===== src/rtl/spcdr_pkg.sv =====
package spcdr_pkg;
  typedef enum logic [1:0] {
    STEER_HOLD = 2'd0,
    STEER_UP   = 2'd1,
    STEER_DN   = 2'd2
  } steer_e;
endpackage


===== src/rtl/spcdr_edge_mark.sv =====
module spcdr_edge_mark #(
  parameter int SYNC_STAGES = 2
) (
  input  logic clk,
  input  logic rst,
  input  logic rx_in,
  output logic lvl_o,
  output logic mark_o
);
  logic [SYNC_STAGES:0] shr_q;

  always_ff @(posedge clk) begin
    if (rst) shr_q <= '0;
    else     shr_q <= {shr_q[SYNC_STAGES-1:0], rx_in};
  end

  // level after synchronisation; a mark for any change of level
  assign lvl_o  = shr_q[SYNC_STAGES-1];
  assign mark_o = shr_q[SYNC_STAGES-1] ^ shr_q[SYNC_STAGES];
endmodule


===== src/rtl/spcdr_phase_cmp.sv =====
module spcdr_phase_cmp
  import spcdr_pkg::*;
(
  input  logic   clk,
  input  logic   rst,
  input  logic   mark,
  input  logic   snap,
  input  logic   acc_msb,
  output steer_e steer_o
);
  // edge-only decision: upper half of the accumulator means the wrap
  // has not come yet (oscillator late), lower half means it came early
  always_ff @(posedge clk) begin
    if (rst) steer_o <= STEER_HOLD;
    else if (mark && !snap) steer_o <= acc_msb ? STEER_UP : STEER_DN;
    else steer_o <= STEER_HOLD;
  end
endmodule


===== src/rtl/spcdr_nco.sv =====
module spcdr_nco
  import spcdr_pkg::*;
#(
  parameter int ACC_W = 16,
  parameter int KP    = 2048,
  parameter int KI    = 32,
  parameter int IMAX  = 1024
) (
  input  logic                     clk,
  input  logic                     rst,
  input  logic [ACC_W-1:0]         nom_inc,
  input  logic                     snap,
  input  steer_e                   steer,
  output logic                     acc_msb_o,
  output logic                     win_end_o,
  output logic signed [ACC_W+1:0]  integ_o
);
  localparam int SW = ACC_W + 2;
  localparam logic signed [SW-1:0] KP_S   = SW'(KP);
  localparam logic signed [SW-1:0] KI_S   = SW'(KI);
  localparam logic signed [SW-1:0] IMAX_S = SW'(IMAX);

  logic [ACC_W-1:0]        acc_q, acc_d, inc_u;
  logic signed [SW-1:0]    integ_q, integ_n, kick, inc_s;
  logic                    win_q;

  always_comb begin
    integ_n = integ_q;
    kick    = '0;
    if (steer == STEER_UP) begin
      kick    = KP_S;
      integ_n = integ_q + KI_S;
      if (integ_n > IMAX_S) integ_n = IMAX_S;
    end else if (steer == STEER_DN) begin
      kick    = -KP_S;
      integ_n = integ_q - KI_S;
      if (integ_n < -IMAX_S) integ_n = -IMAX_S;
    end
    inc_s = $signed({2'b00, nom_inc}) + integ_q + kick;
    // the accumulator never runs backwards
    if (inc_s < 0) inc_u = '0;
    else           inc_u = inc_s[ACC_W-1:0];
    acc_d = snap ? '0 : acc_q + inc_u;
  end

  always_ff @(posedge clk) begin
    if (rst) begin
      acc_q   <= '0;
      integ_q <= '0;
      win_q   <= 1'b0;
    end else begin
      acc_q   <= acc_d;
      integ_q <= integ_n;
      win_q   <= !acc_q[ACC_W-1] && acc_d[ACC_W-1];
    end
  end

  assign acc_msb_o = acc_q[ACC_W-1];
  assign win_end_o = win_q;
  assign integ_o   = integ_q;
endmodule


===== src/rtl/spcdr_bit_slicer.sv =====
module spcdr_bit_slicer #(
  parameter int PRE_BITS = 8
) (
  input  logic clk,
  input  logic rst,
  input  logic mark,
  input  logic lvl,
  input  logic win_end,
  output logic snap_o,
  output logic rclk_o,
  output logic data_o,
  output logic valid_o
);
  localparam int CNT_W = $clog2(PRE_BITS + 2);
  localparam logic [CNT_W-1:0] CNT_TOP = CNT_W'(PRE_BITS + 1);
  localparam logic [CNT_W-1:0] CNT_PRE = CNT_W'(PRE_BITS);

  logic             cur_q, prev_q, half_q, rclk_q, data_q, valid_q;
  logic [CNT_W-1:0] cnt_q, cnt_n;
  logic             lone, half_n;

  always_comb begin
    lone   = cur_q && !prev_q;          // transition after an empty window is mid-bit
    half_n = lone ? 1'b1 : ~half_q;
    cnt_n  = (cnt_q == CNT_TOP) ? cnt_q : cnt_q + 1'b1;
  end

  // first transition after silence re-phases the oscillator
  assign snap_o = mark && (cnt_q == '0) && !cur_q && !prev_q;

  always_ff @(posedge clk) begin
    if (rst) begin
      cur_q   <= 1'b0;
      prev_q  <= 1'b0;
      half_q  <= 1'b0;
      rclk_q  <= 1'b0;
      data_q  <= 1'b0;
      valid_q <= 1'b0;
      cnt_q   <= '0;
    end else begin
      valid_q <= 1'b0;
      if (win_end) begin
        prev_q <= cur_q;
        cur_q  <= mark;
        half_q <= half_n;
        rclk_q <= ~half_n;
        if (half_n) begin
          if (cur_q) begin
            cnt_q <= cnt_n;
            if (cnt_n > CNT_PRE) begin
              valid_q <= 1'b1;
              data_q  <= ~lvl;          // rising mid-bit -> high level -> 0
            end
          end else begin
            cnt_q <= '0;
          end
        end
      end else begin
        cur_q <= cur_q | mark;
      end
    end
  end

  assign rclk_o  = rclk_q;
  assign data_o  = data_q;
  assign valid_o = valid_q;
endmodule


===== src/rtl/splitphase_cdr.sv =====
module splitphase_cdr
  import spcdr_pkg::*;
#(
  parameter int ACC_W       = 16,
  parameter int SYNC_STAGES = 2,
  parameter int PRE_BITS    = 8,
  parameter int KP          = 2048,
  parameter int KI          = 32,
  parameter int IMAX        = 1024
) (
  input  logic             clk,
  input  logic             rst,
  input  logic [ACC_W-1:0] nom_inc,
  input  logic             rx_in,
  output logic             rclk_o,
  output logic             data_o,
  output logic             valid_o
);
  logic                   lvl, mark, snap, acc_msb, win_end;
  steer_e                 steer;
  logic signed [ACC_W+1:0] integ;

  spcdr_edge_mark #(.SYNC_STAGES(SYNC_STAGES)) u_mark (
    .clk(clk), .rst(rst), .rx_in(rx_in), .lvl_o(lvl), .mark_o(mark)
  );

  spcdr_phase_cmp u_pcmp (
    .clk(clk), .rst(rst), .mark(mark), .snap(snap),
    .acc_msb(acc_msb), .steer_o(steer)
  );

  spcdr_nco #(.ACC_W(ACC_W), .KP(KP), .KI(KI), .IMAX(IMAX)) u_nco (
    .clk(clk), .rst(rst), .nom_inc(nom_inc), .snap(snap), .steer(steer),
    .acc_msb_o(acc_msb), .win_end_o(win_end), .integ_o(integ)
  );

  spcdr_bit_slicer #(.PRE_BITS(PRE_BITS)) u_slice (
    .clk(clk), .rst(rst), .mark(mark), .lvl(lvl), .win_end(win_end),
    .snap_o(snap), .rclk_o(rclk_o), .data_o(data_o), .valid_o(valid_o)
  );
endmodule


===== config.mk =====
export PLATFORM = sky130hd
export DESIGN_NAME = splitphase_cdr
export DESIGN_NICKNAME = d
export VERILOG_FILES = /design/src/rtl/spcdr_pkg.sv /design/src/rtl/spcdr_edge_mark.sv /design/src/rtl/spcdr_phase_cmp.sv /design/src/rtl/spcdr_nco.sv /design/src/rtl/spcdr_bit_slicer.sv /design/src/rtl/splitphase_cdr.sv
export SDC_FILE = /design/constraint.sdc
export NUM_CORES = 1
export LEC_CHECK = 0
export BUFFER_PORTS_ARGS = -buffer_cell sky130_fd_sc_hd__buf_2
export CAP_MARGIN = 30
export CORE_MARGIN = 10
export CORE_UTILIZATION = 49
export DETAILED_ROUTE_END_ITERATION = 8
export PLACE_DENSITY_LB_ADDON = 0.05
export RECOVER_POWER = 100
export SLEW_MARGIN = 20
export SYNTH_ARGS = -nofsm -noshare
export SYNTH_HDL_FRONTEND = slang
export SYNTH_SLANG_ARGS = --single-unit
export TNS_END_PERCENT = 5

===== constraint.sdc =====
create_clock -name clk -period 4.9 [get_ports clk]
set_input_delay 0.49 -clock clk [delete_from_list [all_inputs] [get_ports clk]]
set_output_delay 0.49 -clock clk [all_outputs]
set_load 0.02 [all_outputs]

== Yosys cells after proc, flatten, opt, wreduce, memory -nomap -nowiden ==
Index checks and enable logic that the tools add are counted.
Word-level totals
  register bits after elaboration: 50
  output and inout port bits: 3
  input bits: 19
  logic and storage cells: 65
Operators by class
  order comparisons: 4
  bitwise logic cells: 8
  $add $sub $neg: 6
  eq/ne operators: 3
  muxes and demuxes: 14
  reduce and logical (&&, ||, !) cells: 17
Operators by type and width (count)
  18-bit two-way mux: 6
  16-bit two-way mux: 2
  17-bit by 18-bit adder with 18-bit output: 1
  18-bit adder: 1
  18-bit by 7-bit adder with 18-bit output (second input constant): 1
  18-bit by 12-bit greater-than comparator with 1-bit output (second input constant): 1
  18-bit by 1-bit less-than comparator with 1-bit output (second input constant): 1
  18-bit by 11-bit less-than comparator with 1-bit output (second input constant): 1
  18-bit by 7-bit subtractor with 18-bit output (second input constant): 1
  16-bit adder: 1
  4-bit two-way mux: 2
  1-bit logical AND: 6
  1-bit NOT: 6
  4-bit by 1-bit adder with 4-bit output (second input constant): 1
  4-bit equality test (second input constant): 1
  4-bit greater-than comparator (second input constant): 1
  1-bit zero test: 4
  4-bit zero test: 1
  4-bit AND reduction: 1
  2-bit OR reduction: 2
  4-bit OR reduction: 1
  1-bit two-way mux: 3
  2-bit by 1-bit equality test with 1-bit output (second input constant): 1
  2-bit equality test (second input constant): 1
  other kinds (5): 5

== Longest topological paths before layout ==
  depth after elaboration: 9
  depth in mapped cells: 24
  gate-level depth less buffers: 22

== Cells and area by module ==
From an unflattened synthesis, not the netlist that was laid out.
Second synthesis, totals
  cell total of the unflattened synthesis: 487
  area total of the unflattened synthesis: 3933.8 um^2
By module, submodules not included
  spcdr_nco: cells each 419, sequential area each 600.6 um^2, area each 3238.1 um^2, instances 1
  spcdr_bit_slicer: cells each 57, sequential area each 200.2 um^2, area each 540.5 um^2, instances 1
  spcdr_edge_mark: cells each 7, sequential area each 60.1 um^2, area each 87.6 um^2, instances 1
  spcdr_phase_cmp: cells each 4, sequential area each 40.0 um^2, area each 67.6 um^2, instances 1

== Worst setup path after synthesis ==
Ideal clock, no wire load.
  path type: register -> register
  start: register u_pcmp.steer_o[0]
  end: register u_nco.acc_q[15]
  slack: -0.326 ns
  library setup time: 0.115 ns
  path buffers: 1
  arrival: 5.111 ns
  stages on the path, launching flop included: 22
  clock period less this slack: 5.226 ns
  path through: dfxtp_1 > inv_1 > ha_1 > clkinv_1 > fa_1 > ha_1 > a21o_1 > o32ai_1 > a21oi_1 > a31o_2 > a2111oi_0 > nand4b_1 > clkbuf_1 > nor2_1 > ha_1 > a21oi_1 > o21ai_0 > a21oi_1 > nand2_1 > a311oi_1 > xnor3_1 > and2_1
On the way
  cells in the longest elaborated chain, start to end: 8
  elaborated cells on any way between the ends: 9
  classes of those cells: 2 x add/sub; 1 x order compare; 2 x eq/ne; 4 x mux
RTL lines
  from (decl): RTL line spcdr_phase_cmp.sv:9  | output steer_e steer_o
  from (signal assigned): RTL line spcdr_phase_cmp.sv:15  | else if (mark && !snap) steer_o <= acc_msb ? STEER_UP : STEER_DN;
  2-bit equality test: RTL line spcdr_nco.sv:34  | end else if (steer == STEER_DN) begin
  18-bit two-way mux: RTL line spcdr_nco.sv:34
  18-bit two-way mux (*): RTL line spcdr_nco.sv:30  | if (steer == STEER_UP) begin
  18-bit adder (*): RTL line spcdr_nco.sv:39  | inc_s = $signed({2'b00, nom_inc}) + integ_q + kick;
  18-bit by 1-bit less-than comparator with 1-bit output: RTL line spcdr_nco.sv:41  | if (inc_s < 0) inc_u = '0;
  16-bit two-way mux (*): RTL line spcdr_nco.sv:41
  16-bit adder (*): RTL line spcdr_nco.sv:43  | acc_d = snap ? '0 : acc_q + inc_u;
  16-bit two-way mux (*): RTL line spcdr_nco.sv:43
  to (signal assigned): RTL line spcdr_nco.sv:48  | acc_q <= '0;
  to (signal assigned): RTL line spcdr_nco.sv:52  | acc_q <= acc_d;
  to (decl): RTL line spcdr_nco.sv:23  | logic [ACC_W-1:0] acc_q, acc_d, inc_u;
Every way passes the cells marked *; elsewhere a longest branch is shown, timed or not.
A chain may end at the register's enable or synchronous reset.

== Worst setup path in the final report ==
  start: register u_pcmp.steer_o[0]
  end: register u_nco.acc_q[12]
On the way
  cells in the longest elaborated chain, start to end: 7
  elaborated cells on any way between the ends: 8
  classes of those cells: 2 x add/sub; 1 x order compare; 2 x eq/ne; 3 x mux
RTL lines (RTL line)
  2-bit equality test: spcdr_nco.sv:34
  18-bit two-way mux: spcdr_nco.sv:34
  18-bit two-way mux (*): spcdr_nco.sv:30
  18-bit adder (*): spcdr_nco.sv:39
  18-bit by 1-bit less-than comparator with 1-bit output: spcdr_nco.sv:41
  16-bit two-way mux (*): spcdr_nco.sv:41
  16-bit adder (*): spcdr_nco.sv:43
Marked as above.

==> flow_metrics.py <==
metrics = {
    "power": {
        "p_leak_nw": 1.96,
        "worst_ir_drop_vdd_mv": 0.251,
        "powerDensity_nw_per_um2": 510,
    },
    "synth": {
        "synthArstFlopShare_pct": 0,
        "synth_area_um2": 3980,
        "synthTopCellsByArea": "dfxtp_1 (23%), ha_1 (15%), nor2_1 (5.7%)",
        "syn_avg_cell_area_um2": 7.72,
        "yosysUniqueCellTypes": 58,
        "synth_top_family_by_area": "simple AND/OR/NAND/NOR gates",
        "ys_warn_count": 0,
        "yosys.area_share.adder_pct": 16.1,
        "synth_top_area_share_pct": 22.6,
        "syn_nets": 585,
        "ys_seq_area_share_pct": 22.6,
        "synth_edf_count": 0,
        "ys_ff_latch": 45,
        "synthMuxAreaShare_pct": 1.01,
        "synth_largest_area_cell": "dfxtp_1",
        "synth_xor_area_share_pct": 8.48,
        "syn_inst": 516,
        "synth_compound_area_share_pct": 22.7,
        "synth_simple_gate_area_share_pct": 24.9,
        "ys.flop_type": "dfxtp_1",
    },
    "worst_setup_path": {
        "worstPathCellList": "inv_1 -> ha_4 -> clkinv_2 -> fa_2 -> ha_4 -> o21a_1 -> o32ai_2 -> a21oi_2 -> a31o_2 -> nand4_1 -> nand4b_1 -> buf_2 -> or2_2 -> fa_1 -> nor2b_1 -> o21a_1 -> o21ai_2 -> a211oi_2 -> nor3_2 -> a21oi_1 -> mux2i_1",
        "crit_family": "adder cells",
        "slowest_stage": "fa_2",
        "r2r_slack_ns": 0.22,
        "rr_endpoint": "u_nco.acc_q[12]",
        "start_kind": "flop",
        "path_class": "reg -> reg",
        "cp_num_buf_inv": 3,
        "cp.required_ns": 5.13,
        "reg2reg_depth": 21,
        "cp-startpoint": "u_pcmp.steer_o[0]",
        "r2r-start": "u_pcmp.steer_o[0]",
        "end_kind": "flop",
        "slowest_delay_ns": 0.55,
        "critPathArrivalTime_ns": 4.91,
        "critical_path_peak_fanout": 6,
    },
    "placement": {
        "placedCellCount": 635,
        "dp_hpwl_um": 7650,
        "place_congestion": 0.895,
        "port_buffers": 21,
    },
    "final_layout": {
        "fin_cells": 647,
        "area_growth_pct": 13.6,
        "fill_cells": 769,
        "drive_above_1_share_pct": 14.3,
        "num_antenna_cells": 0,
        "final_util_pct": 57.9,
        "nets": 613,
    },
    "timing": {
        "skew_ns": 0.0133,
        "period_needed_ns": 4.68,
        "report.final.slew_viol_count": 0,
        "fin_crit_sh_pct": 95.6,
        "fmax_mhz": 214,
        "holdWs_ns": 0.395,
        "finalSetupTns_ns": 0,
        "finalHoldViolations": 0,
        "slew_headroom_pct": 5.38,
        "setup_viol": 0,
        "worst_pin_slew_ns": 1.42,
    },
    "hold_path": {
        "hp-class": "in -> reg",
        "min_from": "rx_in",
        "min_path_cells": 2,
        "worst_hold_path.endpoint": "u_mark.shr_q[0]",
    },
    "routing": {
        "vias": 3776,
        "routedWlPerCell_um": 16.2,
        "ant_nets": 0,
        "route.met3.wl_um": 426,
        "highest_layer": "met4",
        "first_iter_violations": 234,
        "drt-vias-per-instance": 5.84,
        "met1_length_um": 5400,
        "wl_um": 10500,
        "routed-wl-met2_um": 4560,
        "drc": 0,
        "dr.pass1.iters": 5,
    },
    "global_routing": {
        "antenna_found_initial": 0,
        "grtUsageTotal_pct": 17.0,
        "grt_pass1_wl_um": 16900,
        "grt_pass1_vias": 3394,
        "grt_max_degree": 32,
        "grt_overflow": 0,
    },
    "outcome": {
        "status": "finished clean",
    },
    "cts": {
        "htree_levels": 2,
        "clkSlewWorstSetupHoldPaths_ns": 0.09,
        "ctsHoldBuffers": 0,
        "cts_tree": "done",
        "numClockSinks": 45,
        "numCtsBuffers": 5,
        "cts_buffer_depth": 2,
        "clock_latency_ns": 0.31,
        "clockRootBuffer": "clkbuf_8",
    },
    "die": {
        "pin_count": 22,
        "core_um2": 7810,
        "dieWidth_um": 110,
        "die_area_um2": 12100,
        "initial_core_util_pct": 51.0,
        "dieHeight_um": 110,
        "rows": 32,
    },
    "flow_run": {
        "drv_cap": 0,
    },
}
[metal layers]
metal  vias to the layer above  track usage, %
met5                         -               0
met4                         0            3.94
met1                      1750            25.5
li1                       1935               -
met3                         9            1.92
met2                        82            25.2
[synth_stat cells (all sizes together), types with 2 or more instances]
| library cell | instances |
|---|---|
| inv | 20 |
| o32ai | 3 |
| o31ai | 3 |
| and3 | 4 |
| clkbuf | 19 |
| a21oi | 42 |
| a211oi | 8 |
| nand4b | 2 |
| nor2b | 10 |
| a311oi | 2 |
| dfxtp | 45 |
| a21o | 15 |
| nor3b | 2 |
| o22ai | 7 |
| a2111oi | 2 |
| a31oi | 11 |
| o21a | 8 |
| and2 | 4 |
| o31a | 2 |
| o211ai | 3 |
| or2 | 7 |
| nor2 | 60 |
| nand2 | 31 |
| or4 | 7 |
| nand4 | 6 |
| mux2i | 4 |
| o21bai | 2 |
| a22oi | 4 |
| nand2b | 9 |
| nor4 | 8 |
| xnor2 | 16 |
| or3 | 4 |
| o21ai | 17 |
| nor3 | 24 |
| nand3 | 14 |
| a31o | 2 |
| and4 | 3 |
| buf | 3 |
| fa | 2 |
| xor2 | 20 |
| ha | 48 |
[power breakdown]
part | leakage [nW] | internal [mW] | total, mW | switching [mW]
registers | 0.369 | 0.449 | 0.513 | 0.0633
clock network | 0.0681 | 0.203 | 0.343 | 0.140
logic | 1.52 | 0.645 | 1.45 | 0.807
total | 1.96 | 1.30 | 2.31 | 1.01
[state kept, by name (all words and copies together) (netlist names), 2 cells and up]
register and flops:
u_nco.integ_o 13, u_mark.shr_q 3, u_slice.cnt_q 4, u_pcmp.steer_o 2, u_nco.acc_q 16
[how the worst max path moves through the flow]
stage,end,slack [ns],cells after the start
detailed placement,u_nco.acc_q[14],-0.16,23
global placement,u_nco.acc_q[15],0.1,21
global route,u_nco.acc_q[12],-0.03,23
CTS,u_nco.acc_q[14],0.002,23
finish,u_nco.acc_q[12],0.22,21
floorplan,u_nco.acc_q[15],0.003,22
[cells in the final DEF (no fill, tap or decap), types with 10 or more instances in the layout]
cell,netlist,final
nand3_1,14,14
buf_4,0,20
a21o_1,14,14
o21ai_0,17,15
nand2_1,31,31
xnor2_1,16,16
nor2_1,60,60
a31oi_1,11,11
buf_2,2,18
a21oi_1,42,40
nor2b_1,10,10
inv_1,20,20
xor2_1,20,20
ha_1,48,43
dfxtp_1,45,44
nor3_1,24,22
[per-stage QoR]
step | area (um^2) | power [mW] | setup WS, ns
global route | 4520 | 2.51 | -0.0261
floorplan | 4000 | 1.57 | 0.00309
detailed placement | 4270 | 1.88 | -0.162
finish | 4520 | 2.31 | 0.217
CTS | 4430 | 2.25 | 0.00195
global placement | 4270 | 1.86 | 0.0960
[worst register-to-register path, stage by stage, from the launching register on]
cell and delay, ns:
dfxtp_2 0.34, inv_1 0.08, ha_4 0.28, clkinv_2 0.06, fa_2 0.56, ha_4 0.22
o21a_1 0.18, o32ai_2 0.13, a21oi_2 0.07, a31o_2 0.24, nand4_1 0.10, nand4b_1 0.18
buf_2 0.23, or2_2 0.30, fa_1 0.40, nor2b_1 0.16, o21a_1 0.20, o21ai_2 0.09
a211oi_2 0.32, nor3_2 0.10, a21oi_1 0.19, mux2i_1 0.20
[layout make-up]
cell class	count	area, um^2	share of cell area (%)
clock buffers	5	68.8	1.52
multi-input cells	428	3010	66.6
well taps	102	128	2.82
flip-flops and latches	45	902	19.9
repair buffers	43	267	5.89
inverters	21	80.1	1.77
clock inverters	3	65.1	1.44
[logic make-up after synthesis]
family,after synthesis
AO/OA/AOI/OAI,139
XOR/XNOR,37
adder cells (fa/ha/maj),50
buffers and inverters,43
flip-flops,45
multiplexers,4
other,1
AND/OR/NAND/NOR,197
[repair_timing]
item                                    in CTS  in global routing
endpoints found under the setup margin       4                  9
resized for setup                            3                 18
setup buffers                                2                  1
pin swaps                                    2                  6
cloned                                       0                  1
No activity file was read; power rests on OpenSTA's default activity.
